[config.mk]
export PLATFORM = sky130hd
export DESIGN_NAME = king_tour_tracker
export DESIGN_NICKNAME = d
export VERILOG_FILES = /design/src/rtl/king_pkg.sv /design/src/rtl/king_step.sv /design/src/rtl/king_dir_budget.sv /design/src/rtl/king_board_eval.sv /design/src/rtl/king_tour_tracker.sv
export SDC_FILE = /design/constraint.sdc
export NUM_CORES = 1
export LEC_CHECK = 0
export BUFFER_PORTS_ARGS = -buffer_cell sky130_fd_sc_hd__buf_2
export CORE_ASPECT_RATIO = 0.6
export CORE_MARGIN = 2
export CORE_UTILIZATION = 40
export CTS_BUF_LIST = sky130_fd_sc_hd__clkbuf_16
export CTS_CLUSTER_DIAMETER = 40
export DETAILED_ROUTE_END_ITERATION = 10
export GPL_TIMING_DRIVEN = 0
export HOLD_SLACK_MARGIN = 0.02
export PLACE_DENSITY = 0.62
export SYNTH_ARGS = -nofsm -noshare
export SYNTH_HDL_FRONTEND = slang
export SYNTH_SLANG_ARGS = --single-unit
[constraint.sdc]
create_clock -name clk -period 4.75 [get_ports clk]
set_input_delay 0 -clock clk [delete_from_list [all_inputs] [get_ports clk]]
set_output_delay 0 -clock clk [all_outputs]
set_load 0.01 [all_outputs]
[src/rtl/king_pkg.sv]
package king_pkg;

    localparam int NUM_DIRS = 8;

    typedef enum logic [2:0] {
        DIR_N  = 3'd0,
        DIR_NE = 3'd1,
        DIR_E  = 3'd2,
        DIR_SE = 3'd3,
        DIR_S  = 3'd4,
        DIR_SW = 3'd5,
        DIR_W  = 3'd6,
        DIR_NW = 3'd7
    } dir_e;

    // Row offset of one step; row 0 is the north edge.
    function automatic logic signed [1:0] row_delta(dir_e d);
        case (d)
            DIR_N, DIR_NE, DIR_NW: return -2'sd1;
            DIR_S, DIR_SE, DIR_SW: return 2'sd1;
            default:               return 2'sd0;
        endcase
    endfunction

    // Column offset of one step; column 0 is the west edge.
    function automatic logic signed [1:0] col_delta(dir_e d);
        case (d)
            DIR_E, DIR_NE, DIR_SE: return 2'sd1;
            DIR_W, DIR_NW, DIR_SW: return -2'sd1;
            default:               return 2'sd0;
        endcase
    endfunction

endpackage

[src/rtl/king_step.sv]
module king_step
    import king_pkg::*;
#(
    parameter int BOARD_N = 5,
    localparam int COORD_W = $clog2(BOARD_N)
) (
    input  logic [COORD_W-1:0] cur_row,
    input  logic [COORD_W-1:0] cur_col,
    input  logic [2:0]         dir,
    output logic [COORD_W-1:0] tgt_row,
    output logic [COORD_W-1:0] tgt_col,
    output logic               on_board
);

    int r_i;
    int c_i;

    always_comb begin
        r_i      = int'(cur_row) + int'(row_delta(dir_e'(dir)));
        c_i      = int'(cur_col) + int'(col_delta(dir_e'(dir)));
        on_board = (r_i >= 0) && (r_i < BOARD_N) && (c_i >= 0) && (c_i < BOARD_N);
        tgt_row  = COORD_W'(r_i);
        tgt_col  = COORD_W'(c_i);
    end

endmodule

[src/rtl/king_dir_budget.sv]
module king_dir_budget
    import king_pkg::*;
#(
    parameter int MAX_USES = 3,
    localparam int CNT_W = $clog2(MAX_USES + 1)
) (
    input  logic [NUM_DIRS*CNT_W-1:0] uses_in,
    input  logic [2:0]                dir,
    input  logic                      bump,
    output logic                      exhausted,
    output logic [NUM_DIRS*CNT_W-1:0] uses_out
);

    logic [NUM_DIRS-1:0] full;

    for (genvar g = 0; g < NUM_DIRS; g++) begin : g_dir
        logic [CNT_W-1:0] cnt;
        logic             hit;
        assign cnt     = uses_in[g*CNT_W +: CNT_W];
        assign hit     = bump && (dir == 3'(g));
        assign full[g] = (cnt == CNT_W'(MAX_USES));
        assign uses_out[g*CNT_W +: CNT_W] = hit ? cnt + CNT_W'(1) : cnt;
    end

    assign exhausted = full[dir];

endmodule

[src/rtl/king_board_eval.sv]
module king_board_eval #(
    parameter int BOARD_N = 5,
    parameter int LEFT_W  = 5,
    localparam int CELLS      = BOARD_N * BOARD_N,
    localparam int CENTRE_IDX = (BOARD_N / 2) * BOARD_N + (BOARD_N / 2),
    localparam int UNV_W      = $clog2(CELLS + 1)
) (
    input  logic [CELLS-1:0]  visited,
    input  logic [LEFT_W-1:0] moves_left,
    output logic              all_visited,
    output logic              all_but_centre,
    output logic              prune
);

    localparam logic [CELLS-1:0] CENTRE_MASK = CELLS'(1) << CENTRE_IDX;

    logic [UNV_W-1:0] unvisited;

    always_comb begin
        unvisited = '0;
        for (int i = 0; i < CELLS; i++) begin
            unvisited = unvisited + UNV_W'(!visited[i]);
        end
        all_visited    = &visited;
        all_but_centre = &(visited | CENTRE_MASK);
        prune          = int'(unvisited) > int'(moves_left);
    end

endmodule

[src/rtl/king_tour_tracker.sv]
module king_tour_tracker
    import king_pkg::*;
#(
    parameter int BOARD_N  = 5,
    parameter int MAX_USES = 3,
    localparam int COORD_W = $clog2(BOARD_N),
    localparam int CELLS   = BOARD_N * BOARD_N,
    localparam int CNT_W   = $clog2(MAX_USES + 1),
    localparam int BUDGET  = NUM_DIRS * MAX_USES,
    localparam int LEFT_W  = $clog2(BUDGET + 1)
) (
    input  logic                      clk,
    input  logic                      rst_n,
    input  logic [COORD_W-1:0]        start_row,
    input  logic [COORD_W-1:0]        start_col,
    input  logic                      move_valid,
    input  logic [2:0]                move_dir,
    output logic                      move_legal,
    output logic                      illegal_move,
    output logic [COORD_W-1:0]        cur_row,
    output logic [COORD_W-1:0]        cur_col,
    output logic [CELLS-1:0]          visited_map,
    output logic [NUM_DIRS*CNT_W-1:0] dir_uses,
    output logic [LEFT_W-1:0]         moves_left,
    output logic                      all_visited,
    output logic                      all_but_centre,
    output logic                      prune_flag
);

    localparam int IDX_W = $clog2(CELLS);

    typedef struct packed {
        logic [COORD_W-1:0]        row;
        logic [COORD_W-1:0]        col;
        logic [CELLS-1:0]          vis;
        logic [NUM_DIRS*CNT_W-1:0] uses;
        logic [LEFT_W-1:0]         taken;
        logic                      ill;
    } state_t;

    state_t st_q, st_d;

    logic [COORD_W-1:0]        tgt_row, tgt_col;
    logic                      on_board, exhausted, accept;
    logic [NUM_DIRS*CNT_W-1:0] uses_nxt;
    logic [IDX_W-1:0]          tgt_idx, start_idx;

    king_step #(.BOARD_N(BOARD_N)) u_step (
        .cur_row  (st_q.row),
        .cur_col  (st_q.col),
        .dir      (move_dir),
        .tgt_row  (tgt_row),
        .tgt_col  (tgt_col),
        .on_board (on_board)
    );

    king_dir_budget #(.MAX_USES(MAX_USES)) u_budget (
        .uses_in   (st_q.uses),
        .dir       (move_dir),
        .bump      (accept),
        .exhausted (exhausted),
        .uses_out  (uses_nxt)
    );

    assign move_legal = on_board && !exhausted;
    assign accept     = move_valid && move_legal;
    assign tgt_idx    = IDX_W'(int'(tgt_row) * BOARD_N + int'(tgt_col));
    assign start_idx  = IDX_W'(int'(start_row) * BOARD_N + int'(start_col));

    always_comb begin
        st_d     = st_q;
        st_d.ill = move_valid && !move_legal;
        if (!rst_n) begin
            st_d.row   = start_row;
            st_d.col   = start_col;
            st_d.vis   = CELLS'(1) << start_idx;
            st_d.uses  = '0;
            st_d.taken = '0;
            st_d.ill   = 1'b0;
        end else if (accept) begin
            st_d.row   = tgt_row;
            st_d.col   = tgt_col;
            st_d.vis   = st_q.vis | (CELLS'(1) << tgt_idx);
            st_d.uses  = uses_nxt;
            st_d.taken = st_q.taken + LEFT_W'(1);
        end
    end

    always_ff @(posedge clk) begin
        st_q <= st_d;
    end

    assign cur_row      = st_q.row;
    assign cur_col      = st_q.col;
    assign visited_map  = st_q.vis;
    assign dir_uses     = st_q.uses;
    assign illegal_move = st_q.ill;
    assign moves_left   = LEFT_W'(BUDGET) - st_q.taken;

    king_board_eval #(.BOARD_N(BOARD_N), .LEFT_W(LEFT_W)) u_eval (
        .visited        (st_q.vis),
        .moves_left     (moves_left),
        .all_visited    (all_visited),
        .all_but_centre (all_but_centre),
        .prune          (prune_flag)
    );

endmodule

==> results of run 1 <==
[power breakdown]
group,internal [mW],total (mW),switching (mW)
Combinational,0.922,2.06,1.13
Clock,0.190,0.355,0.165
Sequential,0.520,0.561,0.0413
[per-stage QoR]
| stage | area (um2) | std cells | setup slack [ns] | hold WS [ns] |
|---|---|---|---|---|
| after global placement | 5410 | 730 | -0.285 | 0.398 |
| final | 5610 | 742 | -0.466 | 0.123 |
| after global routing | 5610 | 742 | -0.605 | 0.119 |
| after detailed placement | 5410 | 730 | -0.341 | 0.402 |
| after CTS | 5590 | 741 | -0.541 | 0.122 |
| after floorplan | 4870 | 499 | 0.0702 | 0.215 |
[flip-flops by register name, indices dropped and copies added, names as in the netlist]
signal and count:
dir_uses 16, illegal_move 1, cur_col 3, visited_map 25, st_q 5, cur_row 3
[cells by family (layout without fill, tap and decap cells)]
| family | count (synthesis) | in the layout |
|---|---|---|
| xor gates and xnor gates | 15 | 15 |
| adders and majority gates | 69 | 69 |
| muxes | 18 | 18 |
| and+or+nand+nor | 120 | 120 |
| buffers and inverters | 127 | 205 |
| DFF | 53 | 53 |
| AOI/OAI and AO/OA | 97 | 97 |
[cell usage in the layout (no fill, tap or decap), types with 4 or more instances in the layout]
cell and n:
nor4_2 4, nand2_1 28, nand4_1 10, a31o_2 5, nand2b_1 14, nor2_1 11
dfxtp_1 22, o32ai_1 25, edfxtp_1 31, o31ai_1 8, nor2b_1 7, clkbuf_16 5
inv_1 58, or4b_1 4, buf_4 52, ha_1 45, and3_1 4, or4_1 7
mux2i_1 14, a21oi_1 30, fa_1 21, xor2_1 6, a31oi_1 9, xnor2_1 7
clkbuf_1 15, a21o_1 5, buf_2 67, nor3_1 6
[routing by layer]
layer / global-route usage (%) / part of all wire (%)
met4: 3.97 / 0.85
met1: 31.1 / 51
met5: 0 / 0
met2: 29.5 / 40
met3: 4.90 / 8.3
[worst max path at each step]
stage,depth (start not counted),end
6_report,16,prune_flag
5_1_grt,16,prune_flag
2_1_floorplan,16,prune_flag
3_5_place_dp,16,prune_flag
4_1_cts,16,prune_flag
3_3_place_gp,16,prune_flag
[repair_timing]
action,in CTS,in global routing
setup endpoints to repair,1,3
pin swaps,11,7
gates resized for setup,5,2
setup buffers,3,1
[cell type report]
cell class              instances  area, um2  area share, %
clock buffers                   5        125           2.23
clock inverters                 3       11.3          0.201
flip-flops and latches         53       1370           24.5
multi-input cells             319       2850           50.9
inverters                      58        218           3.88
well taps                     165        206           3.68
repair buffers                 70        360           6.43
plain buffers                  69        463           8.26
==> flow_metrics.env, run 1 <==
export IMPL_fin_skew_ns=0.00704
export IMPL_drcViolationCount=0
export IMPL_synth_distinct_cells=58
export IMPL_synth_fa_ha_area_share_pct=21.1
export IMPL_avgSynthCellArea_um2=9.77
export IMPL_synth_top_family_by_area="adder cells"
export IMPL_p_leak_nw=2.49
export IMPL_fin_ws_ns=-0.466
export IMPL_worstSetupStartpointType="flip-flop"
export IMPL_viasPerCell=5.38
export IMPL_wl_per_cell_um=17.5
export IMPL_crit_fanout=2
export IMPL_synth_most_common_cell="inv_1"
export IMPL_fin_crit_ns=5.22
export IMPL_clk_pin_slew_ns=0.07
export IMPL_r2r_start="cur_row[0]$_DFFE_PP_"
export IMPL_hp_start="start_row[2]"
export IMPL_final_nets=657
export IMPL_violations="setup timing"
export IMPL_core_area_um2=12000
export IMPL_crit_required_ns=4.75
export IMPL_ys_ff_latch=53
export IMPL_power_density_nw_per_um2=530
export IMPL_tightest_slew_ns=0.796
export IMPL_antenna_found_initial=0
export IMPL_drt_total_wl_um=13000
export IMPL_cts_root_buf="clkbuf_16"
export IMPL_worst_path_largest_cell_delay_ns=0.55
export IMPL_synth_common_cells="57 x inv_1, 48 x buf_4, 47 x ha_1, 31 x edfxtp_1, 30 x a21oi_1"
export IMPL_cpMostUsedCell="fa_1"
export IMPL_setup_violations=1
export IMPL_place_gp_congestion=0.916
export IMPL_netlist_area_um2=4870
export IMPL_synth_compound_area_share_pct=14.2
export IMPL_status="finished, violations left"
export IMPL_syn_nets=580
export IMPL_synthArstFlopShare_pct=0
export IMPL_min_path_cells=2
export IMPL_synth_edf_count=31
export IMPL_layout_worst_path_cycle_share_pct=110
export IMPL_start_util_pct=40.7
export IMPL_drive_above_1_share_pct=27.6
export IMPL_grt_ovfl_total=0
export IMPL_max_freq_mhz=192
export IMPL_grt_pass1_vias=3908
export IMPL_syn_to_final_growth_pct=15.1
export IMPL_synth_seq_area_share_pct=28.1
export IMPL_yosysTopAreaCell="edfxtp_1"
export IMPL_cts_sinks=53
export IMPL_slew_headroom_pct=46.5
export IMPL_report_final_slew_viol_count=0
export IMPL_synthXorXnorAreaFrac_pct=2.85
export IMPL_synth_mux_area_share_pct=4.34
export IMPL_critPathBufInv=2
export IMPL_fillers=1159
export IMPL_grt_pass1_wl_um=20700
export IMPL_hp_class="primary input to flip-flop"
export IMPL_synth_top_area_share_pct=19.1
export IMPL_drt_initial_drc_count=399
export IMPL_critPathArrivalTime_ns=5.22
export IMPL_synthTopCellsByArea="edfxtp_1 19%, ha_1 12%, dfxtp_1 9.0%"
export IMPL_peakVddDrop_uv=352
export IMPL_yosys_area_share_simple_pct=15.4
export IMPL_crit_path_end_kind="output port"
export IMPL_hold_violations=0
export IMPL_grt_use_total_pct=20.5
export IMPL_path_class="flip-flop to output port"
export IMPL_die_w_um=147
export IMPL_rsz0062_at_grt="yes"
export IMPL_final_util_pct=46.8
export IMPL_detail_route_antenna_nets=0
export IMPL_yosysWarnings=0
export IMPL_hpwl_um=10300
export IMPL_die_y_um=89.5
export IMPL_syn_inst=499
export IMPL_first_pass_iters=5
export IMPL_tns_ns=-0.466
export IMPL_cpMaxStageDelayCell="fa_2"
export IMPL_maxCapViolCount=0
export IMPL_vias=3992
export IMPL_r2r_slack_ns=0.34
export IMPL_num_io_pins=69
export IMPL_clockBufferDepth=2
export IMPL_cts_inserted_buffers=5
export IMPL_crit_path_start="visited_map[0]$_DFFE_PP_"
export IMPL_reg2regPathDepth=13
export IMPL_min_delay_worst_endpoint="cur_row[2]$_DFFE_PP_"
export IMPL_antenna_cells=0
export IMPL_cts_tree="built"
export IMPL_reg2reg_to="visited_map[15]$_DFFE_PP_"
export IMPL_numPortBuffers=66
export IMPL_synthFlopType="edfxtp_1"
export IMPL_worstPathCellList="inv_2 -> ha_4 -> fa_1 -> fa_2 -> fa_1 -> fa_1 -> fa_1 -> ha_2 -> fa_1 -> ha_1 -> nor2b_1 -> o21a_1 -> o21ai_2 -> a21oi_1 -> o22a_1 -> buf_2"
export IMPL_crit_family="adder cells"
export IMPL_htreeDepth=2
export IMPL_worst_skew_pair_late_latency_ns=0.30
export IMPL_num_rows=31
export IMPL_grt_max_degree=32
export IMPL_design_die_area_um2=13100
export IMPL_cts_hold_buf=0
export IMPL_p_total_mw=2.97
(Power assumes the default switching activity.)
==> inputs of run 2 (changes only) <==
==> constraint.sdc (replaced) <==
create_clock -name clk -period 4.75 [get_ports clk]
set_input_delay 0.475 -clock clk [delete_from_list [all_inputs] [get_ports clk]]
set_output_delay 0.475 -clock clk [all_outputs]
set_load 0.01 [all_outputs]
==> run 2 against run 1 <==
The flow still finishes with violations (setup timing). Register-to-register slack gained 0.18 ns. Power increased by 2.0%. Fmax fell by 7.6%. Setup slack worse by 0.43 ns. Critical path type unchanged. Core utilization rose by 0.56 points. Clock-buffer cell count grew 1. Highest routed layer unchanged. Largest power group unchanged.
==> flow_metrics.env, run 2 (synthesis gave the netlist of run 1 again) <==
export IMPL_status="finished, violations left"
export IMPL_violations="setup timing"
export IMPL_grt_use_total_pct=20.7
export IMPL_critPathArrivalTime_ns=5.17
export IMPL_layout_commonest_cell="buf_2"
export IMPL_drt_initial_drc_count=371
export IMPL_die_w_um=147
export IMPL_die_y_um=89.5
export IMPL_power_frac_clock_pct=14.5
export IMPL_max_freq_mhz=177
export IMPL_drcViolationCount=0
export IMPL_drt_total_wl_um=13300
export IMPL_grt_ovfl_total=0
export IMPL_final_util_pct=47.4
export IMPL_place_gp_congestion=0.923
export IMPL_peakVddDrop_uv=651
export IMPL_grt_pass1_vias=3767
export IMPL_crit_family="adder cells"
export IMPL_hold_violations=0
export IMPL_power_density_nw_per_um2=534
export IMPL_syn_to_final_growth_pct=16.5
export IMPL_maxCapViolCount=0
export IMPL_dpl_worst_slack_ns=-0.650
export IMPL_cpMaxStageDelayCell="fa_1"
export IMPL_numPortBuffers=66
export IMPL_grt_pass1_wl_um=20800
export IMPL_antenna_cells=0
export IMPL_power_frac_comb_pct=67.2
export IMPL_pwr_share_seq_pct=18.4
export IMPL_design_die_area_um2=13100
export IMPL_crit_path_end_kind="output port"
export IMPL_clockBufferDepth=2
export IMPL_antenna_found_initial=0
export IMPL_num_io_pins=69
export IMPL_cts_sinks=53
export IMPL_hp_class="flip-flop to flip-flop"
export IMPL_start_util_pct=40.7
export IMPL_final_nets=661
export IMPL_report_final_slew_viol_count=0
export IMPL_num_rows=31
export IMPL_grt_max_degree=32
export IMPL_cts_root_buf="clkbuf_16"
export IMPL_critPathBufInv=6
export IMPL_viasPerCell=5.46
export IMPL_detail_route_antenna_nets=0
export IMPL_cts_inserted_buffers=5
export IMPL_internal_power_mw=1.69
export IMPL_p_total_mw=3.03
export IMPL_tightest_slew_ns=0.822
export IMPL_layout_common_cells="67 x buf_2, 57 x inv_1, 56 x buf_4"
export IMPL_switching_power_mw=1.34
export IMPL_cts_tree="built"
export IMPL_worstSetupStartpointType="flip-flop"
export IMPL_drive_above_1_share_pct=28.4
export IMPL_crit_fanout=4
export IMPL_wl_per_cell_um=17.8
export IMPL_r2r_slack_ns=0.52
export IMPL_cpMostUsedCell="fa_1"
export IMPL_crit_required_ns=4.28
export IMPL_clk_pin_slew_ns=0.08
export IMPL_worst_skew_pair_late_latency_ns=0.30
export IMPL_setup_violations=1
export IMPL_worst_path_largest_cell_delay_ns=0.58
export IMPL_p_leak_nw=2.53
export IMPL_p_sw_share_pct=44.3
export IMPL_fin_skew_ns=0.0142
export IMPL_fin_hold_ws_ns=0.483
export IMPL_rsz0062_at_grt="yes"
export IMPL_fin_crit_ns=5.64
export IMPL_slew_headroom_pct=45.2
export IMPL_fin_ws_ns=-0.894
export IMPL_first_pass_iters=5
export IMPL_htreeDepth=2
export IMPL_worstPathCellList="inv_1 -> fa_1 -> inv_1 -> fa_1 -> inv_1 -> fa_1 -> fa_1 -> inv_1 -> fa_1 -> inv_1 -> fa_1 -> ha_4 -> nor2b_1 -> o21a_1 -> o21ai_1 -> a21oi_1 -> o22a_1 -> buf_2"
export IMPL_largest_register_ffs=25
export IMPL_path_class="flip-flop to output port"
export IMPL_hpwl_um=10300
export IMPL_core_area_um2=12000
export IMPL_layout_worst_path_cycle_share_pct=119
export IMPL_tns_ns=-0.894
export IMPL_vias=4072
## run 2: path summary, 6_finish.rpt
kind / cells past startpoint / end / start
max reg2reg: 11 / visited_map[22]$_DFFE_PP_ / cur_row[0]$_DFFE_PP_
max: 18 / prune_flag / visited_map[10]$_DFFE_PP_
min: 2 / dir_uses[5]$_SDFFE_PN0P_ / dir_uses[5]$_SDFFE_PN0P_
min reg2reg: 2 / dir_uses[5]$_SDFFE_PN0P_ / dir_uses[5]$_SDFFE_PN0P_
## run 2: area by class of cell
type / count / area, um2
flip-flops and latches: 53 / 1370
well taps: 165 / 206
fillers: 1103 / 6310
multi-input cells: 319 / 2850
plain buffers: 69 / 464
repair buffers: 74 / 390
clock buffers: 6 / 150
inverters: 58 / 218
clock inverters: 2 / 26.3
## run 2: power groups by stage
stage	clock (mW)	sequential, mW	combinational [mW]
global placement	0	0.568	1.83
finish	0.438	0.557	2.04
CTS	0.441	0.555	1.91
global route	0.459	0.559	2.28
floorplan	0	0.549	1.44
detailed placement	0	0.568	1.87
## run 2: tightest hold or removal path: stages (launching register included)
cell	delay (ns)
dfxtp_1	0.33
nand2_1	0.06
mux2i_1	0.05
## run 2: routing by layer
layer / track usage, % / vias to the layer above / part of all wire (%)
met3: 3.98 / 14 / 7.6
met5: 0 / - / 0
li1: - / 1917 / -
met1: 32.9 / 1977 / 52
met2: 28.2 / 164 / 39
met4: 5.12 / 0 / 1.1
## run 2: through the flow
step / instances / cell area (um2)
final: 746 / 5680
after global routing: 746 / 5680
after CTS: 742 / 5620
after detailed placement: 730 / 5420
after global placement: 730 / 5420
after floorplan: 499 / 4880
## run 2: timing repair
item | 4_1_cts | 5_1_grt
buffers inserted | 4 | 4
gates resized for setup | 1 | 4
pin swaps | 0 | 1
setup endpoints to repair | 1 | 11
hold buffers | 0 | 0
